File: src/rtl/tx_line_pkg.sv
package tx_line_pkg;
  typedef enum logic [1:0] {
    FMT_DS3  = 2'b00,
    FMT_G751 = 2'b01,
    FMT_G832 = 2'b10,
    FMT_RSV  = 2'b11
  } fmt_e;
endpackage

File: src/rtl/tx_ref_edge.sv
module tx_ref_edge #(
  parameter int unsigned SYNC_STAGES = 2
) (
  input  logic clk_i,
  input  logic rst_ni,
  input  logic ref_i,
  output logic rise_o
);
  logic [SYNC_STAGES-1:0] sync_q;
  logic                   prev_q;

  always_ff @(posedge clk_i or negedge rst_ni) begin
    if (!rst_ni) begin
      sync_q <= '0;
      prev_q <= 1'b0;
    end else begin
      sync_q <= {sync_q[SYNC_STAGES-2:0], ref_i};
      prev_q <= sync_q[SYNC_STAGES-1];
    end
  end

  assign rise_o = sync_q[SYNC_STAGES-1] & ~prev_q;

  AST_RISE_PULSE: assert property (@(posedge clk_i) disable iff (!rst_ni)
    rise_o |=> !rise_o);
endmodule

File: src/rtl/tx_frame_ctr.sv
module tx_frame_ctr
  import tx_line_pkg::*;
#(
  parameter int unsigned DS3_BITS  = 4760,
  parameter int unsigned G751_BITS = 1536,
  parameter int unsigned G832_BITS = 4296,
  parameter int unsigned CNT_W     = 13
) (
  input  logic             clk_i,
  input  logic             rst_ni,
  input  logic             slave_i,
  input  fmt_e             fmt_i,
  input  logic             restart_i,
  output logic             active_o,
  output logic [CNT_W-1:0] cnt_o,
  output logic             last_o
);
  logic [CNT_W-1:0] len_m1;
  logic [CNT_W-1:0] cnt_q;
  logic             act_q;
  logic             force_zero;

  always_comb begin
    unique case (fmt_i)
      FMT_G751: len_m1 = CNT_W'(G751_BITS - 1);
      FMT_G832: len_m1 = CNT_W'(G832_BITS - 1);
      default:  len_m1 = CNT_W'(DS3_BITS - 1);
    endcase
  end

  assign force_zero = slave_i & restart_i;
  assign last_o     = act_q & (cnt_q == len_m1);

  always_ff @(posedge clk_i or negedge rst_ni) begin
    if (!rst_ni) begin
      cnt_q <= '0;
      act_q <= 1'b0;
    end else if (force_zero) begin
      cnt_q <= '0;
      act_q <= 1'b1;
    end else if (!act_q) begin
      // free mode starts on the first edge, slave waits for the reference
      cnt_q <= '0;
      act_q <= ~slave_i;
    end else if (last_o) begin
      cnt_q <= '0;
    end else begin
      cnt_q <= cnt_q + 1'b1;
    end
  end

  assign active_o = act_q;
  assign cnt_o    = cnt_q;

  AST_CNT_RANGE: assert property (@(posedge clk_i) disable iff (!rst_ni)
    cnt_q <= len_m1);
  AST_CNT_WRAP: assert property (@(posedge clk_i) disable iff (!rst_ni)
    (last_o && !force_zero) |=> cnt_q == '0);
  AST_CNT_STEP: assert property (@(posedge clk_i) disable iff (!rst_ni)
    (act_q && !last_o && !force_zero) |=> cnt_q == $past(cnt_q) + 1'b1);
  AST_SLAVE_RESTART: assert property (@(posedge clk_i) disable iff (!rst_ni)
    force_zero |=> (act_q && cnt_q == '0));
  AST_SLAVE_IDLE: assert property (@(posedge clk_i) disable iff (!rst_ni)
    (slave_i && !act_q && !restart_i) |=> !act_q);
endmodule

File: src/rtl/tx_rail_enc.sv
module tx_rail_enc (
  input  logic clk_i,
  input  logic rst_ni,
  input  logic bipolar_i,
  input  logic active_i,
  input  logic last_i,
  input  logic data_i,
  output logic pos_o,
  output logic neg_o
);
  logic pos_q, neg_q, pol_q;

  always_ff @(posedge clk_i or negedge rst_ni) begin
    if (!rst_ni) begin
      pos_q <= 1'b0;
      neg_q <= 1'b0;
      pol_q <= 1'b0;
    end else if (!active_i) begin
      pos_q <= 1'b0;
      neg_q <= 1'b0;
    end else if (bipolar_i) begin
      pos_q <= data_i & ~pol_q;
      neg_q <= data_i & pol_q;
      if (data_i) pol_q <= ~pol_q;
    end else begin
      pos_q <= data_i;
      neg_q <= last_i;
    end
  end

  assign pos_o = pos_q;
  assign neg_o = neg_q;

  AST_RAIL_EXCL: assert property (@(posedge clk_i) disable iff (!rst_ni)
    bipolar_i |-> !(pos_q && neg_q));
  AST_IDLE_QUIET: assert property (@(posedge clk_i) disable iff (!rst_ni)
    !active_i |=> (!pos_q && !neg_q));
  AST_AMI_ALT: assert property (@(posedge clk_i) disable iff (!rst_ni)
    (bipolar_i && active_i && data_i && pos_q) |=> neg_q);
  AST_AMI_ZERO: assert property (@(posedge clk_i) disable iff (!rst_ni)
    (bipolar_i && active_i && !data_i) |=> (!pos_q && !neg_q));
endmodule

File: src/rtl/tx_edge_sel.sv
module tx_edge_sel #(
  parameter int unsigned RAILS = 2
) (
  input  logic             clk_i,
  input  logic             rst_ni,
  input  logic             fall_i,
  input  logic [RAILS-1:0] rail_i,
  output logic [RAILS-1:0] rail_o
);
  for (genvar g = 0; g < RAILS; g++) begin : g_rail
    logic fall_q;
    always_ff @(negedge clk_i or negedge rst_ni) begin
      if (!rst_ni) fall_q <= 1'b0;
      else         fall_q <= rail_i[g];
    end
    assign rail_o[g] = fall_i ? fall_q : rail_i[g];
  end

  AST_FALL_FOLLOW: assert property (@(posedge clk_i) disable iff (!rst_ni)
    fall_i |-> rail_o == rail_i);
endmodule

File: src/rtl/tx_line_fmt.sv
module tx_line_fmt
  import tx_line_pkg::*;
#(
  parameter int unsigned DS3_BITS    = 4760,
  parameter int unsigned G751_BITS   = 1536,
  parameter int unsigned G832_BITS   = 4296,
  parameter int unsigned SYNC_STAGES = 2,
  localparam int unsigned MAX_BITS   = (DS3_BITS > G832_BITS) ?
                                       ((DS3_BITS > G751_BITS) ? DS3_BITS : G751_BITS) :
                                       ((G832_BITS > G751_BITS) ? G832_BITS : G751_BITS),
  localparam int unsigned CNT_W      = $clog2(MAX_BITS)
) (
  input  logic             clk_i,
  input  logic             rst_ni,
  input  logic             cfg_bipolar_i,
  input  logic             cfg_slave_i,
  input  logic [1:0]       cfg_fmt_i,
  input  logic             cfg_fall_i,
  input  logic             tx_data_i,
  input  logic             frame_ref_i,
  output logic             frame_valid_o,
  output logic [CNT_W-1:0] frame_pos_o,
  output logic             line_pos_o,
  output logic             line_neg_o
);
  logic ref_rise, active, last, enc_pos, enc_neg;
  logic [1:0] rails;

  tx_ref_edge #(.SYNC_STAGES(SYNC_STAGES)) u_ref (
    .clk_i (clk_i),
    .rst_ni(rst_ni),
    .ref_i (frame_ref_i),
    .rise_o(ref_rise)
  );

  tx_frame_ctr #(
    .DS3_BITS (DS3_BITS),
    .G751_BITS(G751_BITS),
    .G832_BITS(G832_BITS),
    .CNT_W    (CNT_W)
  ) u_ctr (
    .clk_i    (clk_i),
    .rst_ni   (rst_ni),
    .slave_i  (cfg_slave_i),
    .fmt_i    (fmt_e'(cfg_fmt_i)),
    .restart_i(ref_rise),
    .active_o (active),
    .cnt_o    (frame_pos_o),
    .last_o   (last)
  );

  tx_rail_enc u_enc (
    .clk_i    (clk_i),
    .rst_ni   (rst_ni),
    .bipolar_i(cfg_bipolar_i),
    .active_i (active),
    .last_i   (last),
    .data_i   (tx_data_i),
    .pos_o    (enc_pos),
    .neg_o    (enc_neg)
  );

  tx_edge_sel #(.RAILS(2)) u_edge (
    .clk_i (clk_i),
    .rst_ni(rst_ni),
    .fall_i(cfg_fall_i),
    .rail_i({enc_neg, enc_pos}),
    .rail_o(rails)
  );

  assign frame_valid_o = active;
  assign line_pos_o    = rails[0];
  assign line_neg_o    = rails[1];

  AST_UNI_STROBE: assert property (@(posedge clk_i) disable iff (!rst_ni)
    (!cfg_bipolar_i && enc_neg) |-> $past(last));
endmodule

File: config.mk
export PLATFORM = sky130hd
export DESIGN_NAME = tx_line_fmt
export DESIGN_NICKNAME = d
export VERILOG_FILES = /design/src/rtl/tx_line_pkg.sv /design/src/rtl/tx_ref_edge.sv /design/src/rtl/tx_frame_ctr.sv /design/src/rtl/tx_rail_enc.sv /design/src/rtl/tx_edge_sel.sv /design/src/rtl/tx_line_fmt.sv
export SDC_FILE = /design/constraint.sdc
export NUM_CORES = 1
export LEC_CHECK = 0
export ABC_AREA = 1
export BUFFER_PORTS_ARGS = -buffer_cell sky130_fd_sc_hd__buf_2
export CAP_MARGIN = 20
export CORE_AREA = 2 2 49 51
export CTS_BUF_LIST = sky130_fd_sc_hd__clkbuf_16
export DETAILED_ROUTE_END_ITERATION = 10
export DIE_AREA = 0 0 51 53
export MAX_ROUTING_LAYER = met4
export PLACE_DENSITY_LB_ADDON = 0.25
export SETUP_SLACK_MARGIN = 0.2
export SLEW_MARGIN = 40
export SYNTH_ARGS = -nofsm -noshare
export SYNTH_HDL_FRONTEND = slang
export SYNTH_SLANG_ARGS = --single-unit
File: constraint.sdc
create_clock -name clk_i -period 3.05 [get_ports clk_i]
set_input_delay 0.61 -clock clk_i [delete_from_list [all_inputs] [get_ports clk_i]]
set_output_delay 0.61 -clock clk_i [all_outputs]
set_load 0.05 [all_outputs]
# Word-level counts from Yosys, hierarchy flattened
# Index checks and enable logic that the tools add are counted.
[totals]
regBits = 22
elab_cells = 34
[classes]
add_sub_neg = 1
eq_ne = 3
n_mux = 12
bitwise = 8
n_reduce_logical = 1
[ops]
columns = ["operator", "count"]
rows = [
  ["2-to-1 mux 13 bit", 3],
  ["one-hot mux 13 bit (2 select lines)", 1],
  ["adder 13 x 1 -> 13 bit (second input constant)", 1],
  ["== test 13 bit", 1],
  ["2-to-1 mux 1 bit", 8],
  ["bitwise AND 1 bit", 5],
  ["inverter 1 bit", 3],
  ["AND reduction 3 bit", 1],
  ["== test 2 x 1 -> 1 bit (second input constant)", 1],
  ["== test 2 bit (second input constant)", 1],
]

# Longest topological paths before layout
[logic_depth]
depth_word = 7
mapped_depth = 11
depth_no_buf = 10

# Hierarchy
# A second synthesis with hierarchy kept.
[unflattened]
cells_unflattened = 139
hier_area_um2 = 1117.3
[by_module_without_submodules]
columns = ["module", "n_inst", "cells_per_inst", "area_each_um2", "seq_area_each_um2"]
rows = [
  ["tx_frame_ctr", 1, 112, 832.0, 350.3],
  ["tx_rail_enc", 1, 13, 123.9, 75.1],
  ["tx_ref_edge", 1, 5, 85.1, 75.1],
  ["tx_edge_sel", 1, 9, 76.3, 50.0],
]

==> metrics.json <==
{
  "arrival": {"value": 2550, "unit": "ps"},
  "gr-usage-all-layers": {"value": 20.1, "unit": "%"},
  "die_area": {"value": 2700, "unit": "sq um"},
  "rsz_0062_raised_after_global_routing": {"value": "true"},
  "worstSkewPairLatency": {"value": 280, "unit": "ps"},
  "synth.yosys.seq_area_share": {"value": 49.3, "unit": "%"},
  "max_slew.worst_pin.slew": {"value": 439, "unit": "ps"},
  "avgViaCountPerCell": {"value": 5.10},
  "intPower": {"value": 0.688, "unit": "mW"},
  "fill_cell_instance_count_of_the_final_layout": {"value": 171},
  "totalWireLength": {"value": 2220, "unit": "microns"},
  "timing.final.hold_violations": {"value": 0},
  "area.growth.synth_to_final": {"value": 25.4, "unit": "%"},
  "die_w": {"value": 51, "unit": "microns"},
  "synth_seq_cells": {"value": 22},
  "synth_area_per_cell": {"value": 8.27, "unit": "sq um"},
  "port-buffer-count": {"value": 24},
  "route.vias.total": {"value": 974},
  "postSynth.topFlopCell": {"value": "sky130_fd_sc_hd__dfrtp_1"},
  "dpl_cell_area": {"value": 1270, "unit": "sq um"},
  "grt_pass1_vias": {"value": 890},
  "combPwrFrac": {"value": 29.3, "unit": "%"},
  "path_max_fanout": {"value": 1},
  "failed_checks": {"value": "negative setup slack"},
  "place_congestion": {"value": 0.894},
  "power.share.clock": {"value": 34.2, "unit": "%"},
  "final_max_slew_viols": {"value": 0},
  "clock-skew-final": {"value": 29.8, "unit": "ps"},
  "cts_inserted_buffers": {"value": 3},
  "syn-num-nets": {"value": 147},
  "cellPowerDensity": {"value": 750, "unit": "nW/um^2"},
  "pin_count": {"value": 25},
  "seqPwrFrac": {"value": 36.4, "unit": "%"},
  "synth.cells.most_frequent": {"value": "sky130_fd_sc_hd__nand2_1 (32), sky130_fd_sc_hd__nor2_1 (24), sky130_fd_sc_hd__dfrtp_1 (20)"},
  "initial_core_util": {"value": 52.0, "unit": "%"},
  "critPathLaunchType": {"value": "flop"},
  "ctsRootBufferMaster": {"value": "sky130_fd_sc_hd__clkbuf_16"},
  "timing.final.setup_violations": {"value": 2},
  "synthesized_instance_count": {"value": 135},
  "synth.cell_area": {"value": 1120, "unit": "sq um"},
  "synth_most_common_cell": {"value": "sky130_fd_sc_hd__nand2_1"},
  "finalCoreUtilization": {"value": 65.2, "unit": "%"},
  "drc": {"value": 0},
  "rows": {"value": 17},
  "worstPathRequired": {"value": 2440, "unit": "ps"},
  "drive_above_1_share": {"value": 22.7, "unit": "%"},
  "synthArstFlopShare": {"value": 100, "unit": "%"},
  "antenna_violating_nets_post_route": {"value": 0},
  "post_cts_hold_buffer_count": {"value": 0},
  "die_height": {"value": 53, "unit": "microns"},
  "cts.sinks": {"value": 22},
  "switchingPower": {"value": 0.362, "unit": "mW"},
  "setup.worst_path.class": {"value": "flop to output pin"},
  "final_design_area_no_fill": {"value": 1400, "unit": "sq um"},
  "worst_slew_margin_rel": {"value": 70.7, "unit": "%"},
  "placement.setup.worst_slack": {"value": 154, "unit": "ps"},
  "cts_max_level": {"value": 1},
  "diodes": {"value": 0},
  "power_leakage": {"value": 0.698, "unit": "nW"},
  "drt_first_iter_violations": {"value": 25},
  "detailed_placement_hpwl": {"value": 1640, "unit": "microns"},
  "distinct_cell_type_count_of_the_synthesized_netlist": {"value": 21},
  "yosysTopAreaCell": {"value": "sky130_fd_sc_hd__dfrtp_1"},
  "max-vdd-ir-drop": {"value": 626, "unit": "uV"},
  "cap_viol_max_count": {"value": 0},
  "synth_top_area_share": {"value": 44.8, "unit": "%"},
  "clkSlewWorstSetupHoldPaths": {"value": 60, "unit": "ps"},
  "switching_part_of_the_total_power": {"value": 34.5, "unit": "%"},
  "floorplan.core_area": {"value": 2150, "unit": "sq um"},
  "grt_pass1_wl": {"value": 3780, "unit": "microns"},
  "tritoncts": {"value": "done"},
  "pin_count_of_the_biggest_net_entering_global_routing": {"value": 14},
  "worst_hold_slack": {"value": 220, "unit": "ps"},
  "synth-warning-count": {"value": 0},
  "status": {"value": "finished, violations left"},
  "finalNetCount": {"value": 176},
  "drt_pass1_iterations": {"value": 4},
  "multi_input_area": {"value": 498, "unit": "sq um"},
  "antenna_found_initial": {"value": 0},
  "layout_setup_ws": {"value": -107, "unit": "ps"},
  "crit_path_end_kind": {"value": "output pin"},
  "seq_area": {"value": 551, "unit": "sq um"},
  "cts_max_path_buffers": {"value": 2},
  "synth.top_cells.by_area": {"value": "sky130_fd_sc_hd__dfrtp_1 (45%), sky130_fd_sc_hd__nand2_1 (11%), sky130_fd_sc_hd__nor2_1 (8.1%)"},
  "min_delay_worst_type": {"value": "input port to async pin"},
  "per_cell_routed_wire_length": {"value": 11.6, "unit": "microns"},
  "synth-edff-count": {"value": 0},
  "grt.overflow.total": {"value": 0}
}
-- worst max-delay path: stages, from the launching register on --
cell                      delay [ps]
sky130_fd_sc_hd__dfrtn_1         320
sky130_fd_sc_hd__mux2_4          260
sky130_fd_sc_hd__buf_8           150
-- worst paths after layout --
check / slack [ps] / depth (start not counted) / end / startpoint
min reg2reg: 350 / 0 / u_ref.sync_q[1] / u_ref.sync_q[0]
max: -110 / 2 / line_neg_o / u_edge.g_rail[1].fall_q
min: 220 / 1 / u_ctr.cnt_o[7] / rst_ni
max reg2reg: 1030 / 0 / u_edge.g_rail[1].fall_q / u_enc.neg_o
min in group clk_i: 350 / 0 / u_ref.sync_q[1] / u_ref.sync_q[0]
max in group asynchronous: 1210 / 1 / u_edge.g_rail[1].fall_q / rst_ni
-- state kept, by name, summed over array words and instances (netlist names) --
| register | count |
|---|---|
| u_edge.g_rail.fall_q | 2 |
| u_enc.pol_q | 1 |
| u_ref.prev_q | 1 |
| u_ctr.active_o | 1 |
| u_enc.pos_o | 1 |
| u_ref.sync_q | 2 |
| u_ctr.cnt_o | 13 |
| u_enc.neg_o | 1 |
-- placed cells by master (no fill, tap or decap) --
master,instances
sky130_fd_sc_hd__nand4_1,4
sky130_fd_sc_hd__inv_2,1
sky130_fd_sc_hd__inv_1,16
sky130_fd_sc_hd__ha_1,3
sky130_fd_sc_hd__mux2_4,2
sky130_fd_sc_hd__dfrtp_1,20
sky130_fd_sc_hd__bufinv_16,1
sky130_fd_sc_hd__buf_4,1
sky130_fd_sc_hd__dfrtn_1,2
sky130_fd_sc_hd__o21ai_0,5
sky130_fd_sc_hd__nand2_1,32
sky130_fd_sc_hd__xnor2_1,1
sky130_fd_sc_hd__o211ai_1,1
sky130_fd_sc_hd__nand2_2,1
sky130_fd_sc_hd__nor4_1,1
sky130_fd_sc_hd__nor2_1,24
sky130_fd_sc_hd__xor2_1,4
sky130_fd_sc_hd__clkbuf_16,3
sky130_fd_sc_hd__nor3_2,3
sky130_fd_sc_hd__nor3_1,2
sky130_fd_sc_hd__nand3_1,9
sky130_fd_sc_hd__buf_2,22
sky130_fd_sc_hd__nor2_4,1
sky130_fd_sc_hd__a21oi_1,2
sky130_fd_sc_hd__buf_8,2
-- layout make-up --
type	count	area share, %
well taps	28	2.50
repair buffers	25	10.5
clock buffers	3	5.36
flip-flops and latches	22	39.3
inverters	17	4.56
clock inverters	1	2.14
multi-input cells	95	35.6
-- per-stage QoR --
step                      instances  TNS, ps  total power, mW
after global routing            191     -264             1.10
after global placement          187        0            0.671
final                           191     -206             1.05
after CTS                       191     -205             1.05
after floorplan                 135        0            0.606
after detailed placement        187        0            0.677
-- repair_timing --
action | CTS | global route
resized for setup | 8 | 0
setup endpoints to repair | 2 | 2
endpoints found under the hold margin | 0 | 0
setup buffers | 0 | 0
-- cells by family after synthesis --
kind of cell             share of synthesized area, %
XOR/XNOR                                         3.92
buffers and inverters                            6.73
flip-flops                                       49.3
adder cells (fa/ha/maj)                          3.36
multiplexers                                     2.02
AND/OR/NAND/NOR                                  30.8
AO/OA/AOI/OAI                                    3.81
-- per-layer routing --
layer  share of wire, %  GRT usage, %
met5                  0             -
met4                2.1          11.7
met3                4.6          4.80
met2                 46          31.2
met1                 48          24.0
-- power groups by stage --
stage	Combinational (mW)	Sequential, mW	Clock, mW
after global routing	0.334	0.389	0.379
after detailed placement	0.292	0.385	0
final	0.308	0.382	0.360
after CTS	0.309	0.381	0.364
after floorplan	0.125	0.481	0
after global placement	0.287	0.384	0
Note: power is estimated with default switching activity, not from simulation.
